`src/rtl/stc_pkg.sv`:
```
package stc_pkg;
  typedef enum logic [2:0] {
    OP_LOAD   = 3'd0,
    OP_STORE  = 3'd1,
    OP_BEGIN  = 3'd2,
    OP_COMMIT = 3'd3,
    OP_ABORT  = 3'd4
  } op_e;

  typedef enum logic [1:0] {
    AB_CMD   = 2'd0,
    AB_SNOOP = 2'd1,
    AB_EVICT = 2'd2
  } reason_e;

  typedef enum logic [1:0] {
    ST_IDLE  = 2'd0,
    ST_WB    = 2'd1,
    ST_FREQ  = 2'd2,
    ST_FWAIT = 2'd3
  } state_e;
endpackage

```
`src/rtl/stc_line_flags.sv`:
```
// Per-line valid, dirty, read-set and write-set bits with single-cycle
// gang operations for abort and commit.
module stc_line_flags #(
  parameter int IDX_W = 3
) (
  input  logic                    clk,
  input  logic                    rst_n,
  input  logic [IDX_W-1:0]        acc_idx,
  input  logic                    fill_i,
  input  logic                    wb_done_i,
  input  logic                    st_i,
  input  logic                    ld_tx_i,
  input  logic                    st_tx_i,
  input  logic [IDX_W-1:0]        snp_idx,
  input  logic                    snp_kill_i,
  input  logic                    gang_abort_i,
  input  logic                    gang_commit_i,
  output logic [(1<<IDX_W)-1:0]   valid_o,
  output logic [(1<<IDX_W)-1:0]   dirty_o,
  output logic [(1<<IDX_W)-1:0]   rset_o,
  output logic [(1<<IDX_W)-1:0]   wset_o
);
  localparam int LINES = 1 << IDX_W;

  for (genvar i = 0; i < LINES; i++) begin : g_line
    logic sel, ssel;
    logic v_q, d_q, r_q, w_q;
    assign sel  = (acc_idx == IDX_W'(i));
    assign ssel = (snp_idx == IDX_W'(i));

    always_ff @(posedge clk or negedge rst_n) begin
      if (!rst_n) begin
        v_q <= 1'b0;
        d_q <= 1'b0;
        r_q <= 1'b0;
        w_q <= 1'b0;
      end else begin
        if (gang_abort_i && w_q)      v_q <= 1'b0;
        else if (snp_kill_i && ssel)  v_q <= 1'b0;
        else if (fill_i && sel)       v_q <= 1'b1;

        if (st_i && sel)                       d_q <= 1'b1;
        else if ((fill_i || wb_done_i) && sel) d_q <= 1'b0;

        if (gang_abort_i || gang_commit_i) begin
          r_q <= 1'b0;
          w_q <= 1'b0;
        end else begin
          if (ld_tx_i && sel) r_q <= 1'b1;
          if (st_tx_i && sel) w_q <= 1'b1;
        end
      end
    end

    assign valid_o[i] = v_q;
    assign dirty_o[i] = d_q;
    assign rset_o[i]  = r_q;
    assign wset_o[i]  = w_q;
  end
endmodule

```
`src/rtl/stc_line_store.sv`:
```
// Tag and data arrays: one write port, one access read port, one snoop tag port.
module stc_line_store #(
  parameter int IDX_W  = 3,
  parameter int TAG_W  = 4,
  parameter int DATA_W = 32
) (
  input  logic              clk,
  input  logic              we,
  input  logic [IDX_W-1:0]  widx,
  input  logic [TAG_W-1:0]  wtag,
  input  logic [DATA_W-1:0] wdata,
  input  logic [IDX_W-1:0]  ridx,
  output logic [TAG_W-1:0]  rtag,
  output logic [DATA_W-1:0] rdata,
  input  logic [IDX_W-1:0]  sidx,
  output logic [TAG_W-1:0]  stag
);
  localparam int LINES = 1 << IDX_W;

  logic [TAG_W-1:0]  tag_q [LINES];
  logic [DATA_W-1:0] dat_q [LINES];

  always_ff @(posedge clk) begin
    if (we) begin
      tag_q[widx] <= wtag;
      dat_q[widx] <= wdata;
    end
  end

  assign rtag  = tag_q[ridx];
  assign rdata = dat_q[ridx];
  assign stag  = tag_q[sidx];
endmodule

```
`src/rtl/spec_txn_cache.sv`:
```
module spec_txn_cache
  import stc_pkg::*;
#(
  parameter int IDX_W  = 3,
  parameter int TAG_W  = 4,
  parameter int DATA_W = 32
) (
  input  logic                    clk,
  input  logic                    rst_n,
  input  logic                    cpu_valid,
  output logic                    cpu_ready,
  input  logic [2:0]              cpu_op,
  input  logic [IDX_W+TAG_W-1:0]  cpu_addr,
  input  logic [DATA_W-1:0]       cpu_wdata,
  output logic                    cpu_rsp_valid,
  output logic [DATA_W-1:0]       cpu_rsp_rdata,
  input  logic                    snp_valid,
  input  logic [IDX_W+TAG_W-1:0]  snp_addr,
  output logic                    mem_req_valid,
  input  logic                    mem_req_ready,
  output logic                    mem_req_we,
  output logic [IDX_W+TAG_W-1:0]  mem_req_addr,
  output logic [DATA_W-1:0]       mem_req_wdata,
  input  logic                    mem_rsp_valid,
  input  logic [DATA_W-1:0]       mem_rsp_rdata,
  output logic                    tx_active,
  output logic                    abort_valid,
  output logic [1:0]              abort_reason
);
  localparam int ADDR_W = IDX_W + TAG_W;
  localparam int LINES  = 1 << IDX_W;

  logic [IDX_W-1:0]  a_idx, s_idx;
  logic [TAG_W-1:0]  a_tag, s_tag;
  logic [LINES-1:0]  v_vec, d_vec, r_vec, w_vec;
  logic [TAG_W-1:0]  line_tag, snp_line_tag;
  logic [DATA_W-1:0] line_data;

  state_e  st_q, st_d;
  logic    tx_q;
  op_e     op;
  reason_e reason;

  logic hit, line_used, snp_hit, snp_conflict;
  logic ld_done, st_done, fill_go, wb_done;
  logic ab_cmd, ab_evict, abort_go, commit_go, begin_go;

  assign a_idx = cpu_addr[IDX_W-1:0];
  assign a_tag = cpu_addr[ADDR_W-1:IDX_W];
  assign s_idx = snp_addr[IDX_W-1:0];
  assign s_tag = snp_addr[ADDR_W-1:IDX_W];
  assign op    = op_e'(cpu_op);

  assign hit          = v_vec[a_idx] && (line_tag == a_tag);
  assign line_used    = r_vec[a_idx] | w_vec[a_idx];
  assign snp_hit      = snp_valid && v_vec[s_idx] && (snp_line_tag == s_tag);
  assign snp_conflict = snp_hit && tx_q && (r_vec[s_idx] | w_vec[s_idx]);

  always_comb begin
    st_d          = st_q;
    cpu_ready     = 1'b0;
    ld_done       = 1'b0;
    st_done       = 1'b0;
    fill_go       = 1'b0;
    wb_done       = 1'b0;
    ab_cmd        = 1'b0;
    ab_evict      = 1'b0;
    commit_go     = 1'b0;
    begin_go      = 1'b0;
    mem_req_valid = 1'b0;
    mem_req_we    = 1'b0;
    mem_req_addr  = cpu_addr;
    case (st_q)
      ST_IDLE: begin
        // a snoop hit owns the line arrays this cycle; the core waits
        if (cpu_valid && !snp_hit) begin
          case (op)
            OP_BEGIN: begin
              cpu_ready = 1'b1;
              begin_go  = !tx_q;
            end
            OP_COMMIT: begin
              cpu_ready = 1'b1;
              commit_go = tx_q;
            end
            OP_ABORT: begin
              cpu_ready = 1'b1;
              ab_cmd    = tx_q;
            end
            OP_LOAD, OP_STORE: begin
              if (hit) begin
                if (op == OP_STORE && tx_q && d_vec[a_idx] && !w_vec[a_idx]) begin
                  st_d = ST_WB;            // save committed data first
                end else begin
                  cpu_ready = 1'b1;
                  ld_done   = (op == OP_LOAD);
                  st_done   = (op == OP_STORE);
                end
              end else if (tx_q && v_vec[a_idx] && line_used) begin
                ab_evict = 1'b1;           // retried next cycle as plain access
              end else if (v_vec[a_idx] && d_vec[a_idx]) begin
                st_d = ST_WB;
              end else begin
                st_d = ST_FREQ;
              end
            end
            default: cpu_ready = 1'b1;
          endcase
        end
      end
      ST_WB: begin
        mem_req_valid = 1'b1;
        mem_req_we    = 1'b1;
        mem_req_addr  = {line_tag, a_idx};
        if (mem_req_ready) begin
          wb_done = 1'b1;
          st_d    = ST_IDLE;
        end
      end
      ST_FREQ: begin
        mem_req_valid = 1'b1;
        if (mem_req_ready) st_d = ST_FWAIT;
      end
      ST_FWAIT: begin
        if (mem_rsp_valid) begin
          fill_go = 1'b1;
          st_d    = ST_IDLE;
        end
      end
      default: st_d = ST_IDLE;
    endcase
  end

  assign mem_req_wdata = line_data;
  assign abort_go      = snp_conflict | ab_cmd | ab_evict;

  always_comb begin
    if (snp_conflict)  reason = AB_SNOOP;
    else if (ab_evict) reason = AB_EVICT;
    else               reason = AB_CMD;
  end

  stc_line_flags #(.IDX_W(IDX_W)) u_flags (
    .clk           (clk),
    .rst_n         (rst_n),
    .acc_idx       (a_idx),
    .fill_i        (fill_go),
    .wb_done_i     (wb_done),
    .st_i          (st_done),
    .ld_tx_i       (ld_done && tx_q),
    .st_tx_i       (st_done && tx_q),
    .snp_idx       (s_idx),
    .snp_kill_i    (snp_hit),
    .gang_abort_i  (abort_go),
    .gang_commit_i (commit_go),
    .valid_o       (v_vec),
    .dirty_o       (d_vec),
    .rset_o        (r_vec),
    .wset_o        (w_vec)
  );

  stc_line_store #(.IDX_W(IDX_W), .TAG_W(TAG_W), .DATA_W(DATA_W)) u_store (
    .clk   (clk),
    .we    (st_done || fill_go),
    .widx  (a_idx),
    .wtag  (a_tag),
    .wdata (fill_go ? mem_rsp_rdata : cpu_wdata),
    .ridx  (a_idx),
    .rtag  (line_tag),
    .rdata (line_data),
    .sidx  (s_idx),
    .stag  (snp_line_tag)
  );

  always_ff @(posedge clk or negedge rst_n) begin
    if (!rst_n) begin
      st_q          <= ST_IDLE;
      tx_q          <= 1'b0;
      cpu_rsp_valid <= 1'b0;
      cpu_rsp_rdata <= '0;
      abort_valid   <= 1'b0;
      abort_reason  <= 2'd0;
    end else begin
      st_q <= st_d;
      if (abort_go || commit_go) tx_q <= 1'b0;
      else if (begin_go)         tx_q <= 1'b1;
      cpu_rsp_valid <= ld_done;
      if (ld_done) cpu_rsp_rdata <= line_data;
      abort_valid <= abort_go;
      if (abort_go) abort_reason <= reason;
    end
  end

  assign tx_active = tx_q;
endmodule

```
`config.mk`:
```
export PLATFORM = sky130hd
export DESIGN_NAME = spec_txn_cache
export DESIGN_NICKNAME = d
export VERILOG_FILES = /design/src/rtl/stc_pkg.sv /design/src/rtl/stc_line_flags.sv /design/src/rtl/stc_line_store.sv /design/src/rtl/spec_txn_cache.sv
export SDC_FILE = /design/constraint.sdc
export NUM_CORES = 1
export LEC_CHECK = 0
export CAP_MARGIN = 25
export CORE_ASPECT_RATIO = 1.2
export CORE_MARGIN = 4
export CORE_UTILIZATION = 55
export CTS_CLUSTER_DIAMETER = 30
export DETAILED_ROUTE_END_ITERATION = 12
export GPL_TIMING_DRIVEN = 1
export HOLD_SLACK_MARGIN = 0.15
export PLACE_DENSITY_LB_ADDON = 0.3
export SETUP_SLACK_MARGIN = 0.2
export SLEW_MARGIN = 20
export SYNTH_ARGS = -nofsm -noshare
export SYNTH_HDL_FRONTEND = slang
export SYNTH_HIERARCHICAL = 1
export SYNTH_SLANG_ARGS = --single-unit
```
`constraint.sdc`:
```
create_clock -name clk -period 7.4 [get_ports clk]
set_input_delay 1.48 -clock clk [delete_from_list [all_inputs] [get_ports clk]]
set_output_delay 1.48 -clock clk [all_outputs]
set_load 0.02 [all_outputs]
```
==> impl_results.md <==
* Status: finished clean
* Max Buffers Root-to-Sink at 3
* Hold path cells at 2
* Slowest cell on the critical path: mux4_1
* Slew @ Worst Pin at 0.865 ns
* Dpl hpwl at just over 20 mm
* Final setup viols at 0
* Ys flop type: edfxtp_1
* First-pass GRT wire length at roughly 52 mm
* Gr usage total at a little over a fifth
* WL/cell at approximately 24 microns
* Most frequent cells in the layout: edfxtp_1, clkdlybuf4s50_1, mux2_2
* CP max FO at 56
* Commonest non-fill, non-tap cell in the layout: edfxtp_1
* Total negative slack at 0 ns
* Seq pwr share at between 40% and 50%
* Final Routed Wirelength at between 30 and 40 mm
* DRC viols at 0
* Largest net degree at the start of global routing at a little over 70
* Routed vias at between 8000 and 9000
* Share of the synthesized area in the top cell type at between 50% and 60%
* Vias in the first global route at just under 9000
* Die ar. at around 32000 sq um
* Int Power at approximately 4.2 mW
* Register area share after synthesis at between 60% and 70%
* Area of the mapped netlist at between 15000 and 20000 sq um
* Placed cells at around 1300
* Layout Cells excl Fill at ~1400
* Port Buf Inserts at 165
* Async S/R FF share, synth at a little under 20%
* WP data arrival at 4.78 ns
* Initial antenna violation count at 0
* Sw frac at 23.9%
* DRT iter0 DRCs at about 610
* Power density over the cells at 281 nW/um^2
* H-Tree Depth at 2
* Initial Utilization at between 50% and 60%
* Leading area contributor after synthesis: edfxtp_1
* Leakage at 7.21 nW
* CTS buffer count at 56
* Pins Over Slew Limit at 0
* Crit Path Class: primary input to primary output
* Top cells by area, synth: edfxtp_1, mux4_1, dfrtp_1
* IO Pins at 166
* Tmin final at 6.26 ns
* Worst vdd ir at 197 uV
* Hold Vio Cnt, Final at 0
* N_diodes at 0
* # rows at 68
* RSZ-0062 raised after global routing: no
* Sw power at around 1.3 mW
* Clk pwr share at ~47%
* #FFs+latches synth at approximately 360
* CTS tree: yes
* Critical Path RT at ~5.9 ns
* RePlAce Congestion at around 0.84
* Mapped Avg Cell Area at around 20 sq um
* Clock root cell: clkbuf_16
* CTS clk-pin slew, worst paths at approximately 0.050 ns
* Die Y at approximately 200 microns
* Crit. End Element: primary output
* Total iterations of the first detailed-routing run at 5
* Slew margin rel. at between 40% and 50%
* Synthesized Nets at roughly 900
* Critical Path Start Type: primary input
* Postcts setup bufs at 0
* Reg2reg path depth at 10
* PostCTS Resize Cnt at 0
* Hold_buf cts at 0
* Num Clock Sinks at about 360
* Number of flops mapped to enable cells by yosys at 288
* Worst-skew pair later-pin latency at around 0.56 ns
* Yosys cell types at 66
* Post-DRT Antenna Nets at 0
* Fmax at between 150 and 200 MHz
* Stages on the worst setup path at 8
* Vias per std cell at 5.95
* Post-synthesis cell count at just over 800
* Fraction of final layout cells sized beyond drive strength 1 at about a quarter
* Delay-heaviest family, CP: buffers and inverters
* Net count, final at 1079
* Width of the die at 164 microns
* Area growth syn-to-layout at 23.2%
* Cell Chain, Critical Path: buf_4, mux4_1, mux2_2, xor2_1, nor4_1, nand3_4, a21oi_1, clkdlybuf4s50_1
* Overflow after GRT at 0
* Period utilization at a little over four fifths
* Std-Cell Core Area at ~29000 sq um
* Worst min path class: register to register
* Worst clock skew at ~0.022 ns
* Logic pwr share at a little under an eighth
* Synth warn at 6
* Max-cap violations at 0
* CP Buf/Inv Count at 2
* CP max stage delay at around 0.64 ns
## cell usage after synthesis, types with 9 or more instances
library cell	n
edfxtp_1	288
a22o_1	17
mux2_4	29
buf_6	10
nor3_1	10
inv_1	12
dfrtp_1	71
mux2i_1	9
mux2_2	83
mux4_2	12
mux4_1	75
nor2_1	17
buf_1	9
buf_4	38
## metal layers
layer | part of all wire, % | track usage [%]
met4 | 2.9 | 7.33
met1 | 41 | 28.6
met2 | 51 | 36.0
met5 | 0 | 0
met3 | 5.1 | 3.40
## worst paths after layout
kind / startpoint / end / slack [ns]
setup / recovery: cpu_addr[0] / cpu_ready / 1.14
hold / removal: abort_reason[0]$_DFFE_PN0P_ / abort_reason[0]$_DFFE_PN0P_ / 0.50
setup reg to reg: u_store/tag_q[3][1]$_DFFE_PP_ / u_store/dat_q[5][4]$_DFFE_PP_ / 3.29
hold reg to reg: abort_reason[0]$_DFFE_PN0P_ / abort_reason[0]$_DFFE_PN0P_ / 0.50
max in group asynchronous: rst_n / cpu_rsp_rdata[10]$_DFFE_PN0P_ / 5.91
min in group asynchronous: rst_n / cpu_rsp_rdata[24]$_DFFE_PN0P_ / 0.96
## sequential cells by signal, summed over array words and instances (netlist names)
signal	cells
u_store/dat_q	256
cpu_rsp_rdata	32
abort_reason	2
cpu_rsp_valid	1
st_q	2
u_flags/g_line.v_q	8
u_flags/g_line.r_q	8
u_flags/g_line.d_q	8
abort_valid	1
u_flags/g_line.w_q	8
tx_active	1
u_store/tag_q	32
## power groups by stage
stage	combinational (mW)	sequential, mW	clock [mW]
2_1_floorplan	0.388	2.36	0
3_3_place_gp	0.630	2.36	0
3_5_place_dp	0.641	2.36	0
4_1_cts	0.646	2.32	2.64
5_1_grt	0.686	2.32	2.74
6_report	0.636	2.32	2.60
## tightest hold or removal path: stages, from the launching register on
cell and delay (ns):
dfrtp_1 0.33, nand3_1 0.06, nand2_1 0.06
## layout make-up
type | count | area (sq um)
sequential | 359 | 10400
fill | 1914 | 9010
multi-input combinational | 376 | 5050
timing repair buffer | 183 | 1840
clock buffer | 63 | 1450
tap | 385 | 482
clock inverter | 42 | 460
inverter | 12 | 45.0
## logic make-up after synthesis
logic type	count (synthesis)	share of synthesized area, %
buffers and inverters	86	3.84
adders and majority gates	4	0.312
muxes	208	23.1
AOI/OAI and AO/OA	61	3.12
xor gates and xnor gates	8	0.437
DFF	359	65.0
and+or+nand+nor	95	4.20
## metrics by stage
| step | cell area (sq um) | utilization, % | power, mW | hold WS [ns] | setup WS [ns] |
|---|---|---|---|---|---|
| after floorplan | 16000 | - | 2.75 | 0.450 | 0.710 |
| after global placement | 17800 | 62.0 | 2.99 | 0.486 | 1.16 |
| after detailed placement | 17800 | 62.0 | 3.00 | 0.485 | 1.12 |
| after CTS | 19700 | 68.7 | 5.61 | 0.498 | 1.10 |
| after global routing | 19800 | 68.7 | 5.75 | 0.512 | 0.989 |
| final | 19800 | 68.7 | 5.56 | 0.495 | 1.14 |
Note: power is estimated with default switching activity, not from simulation.
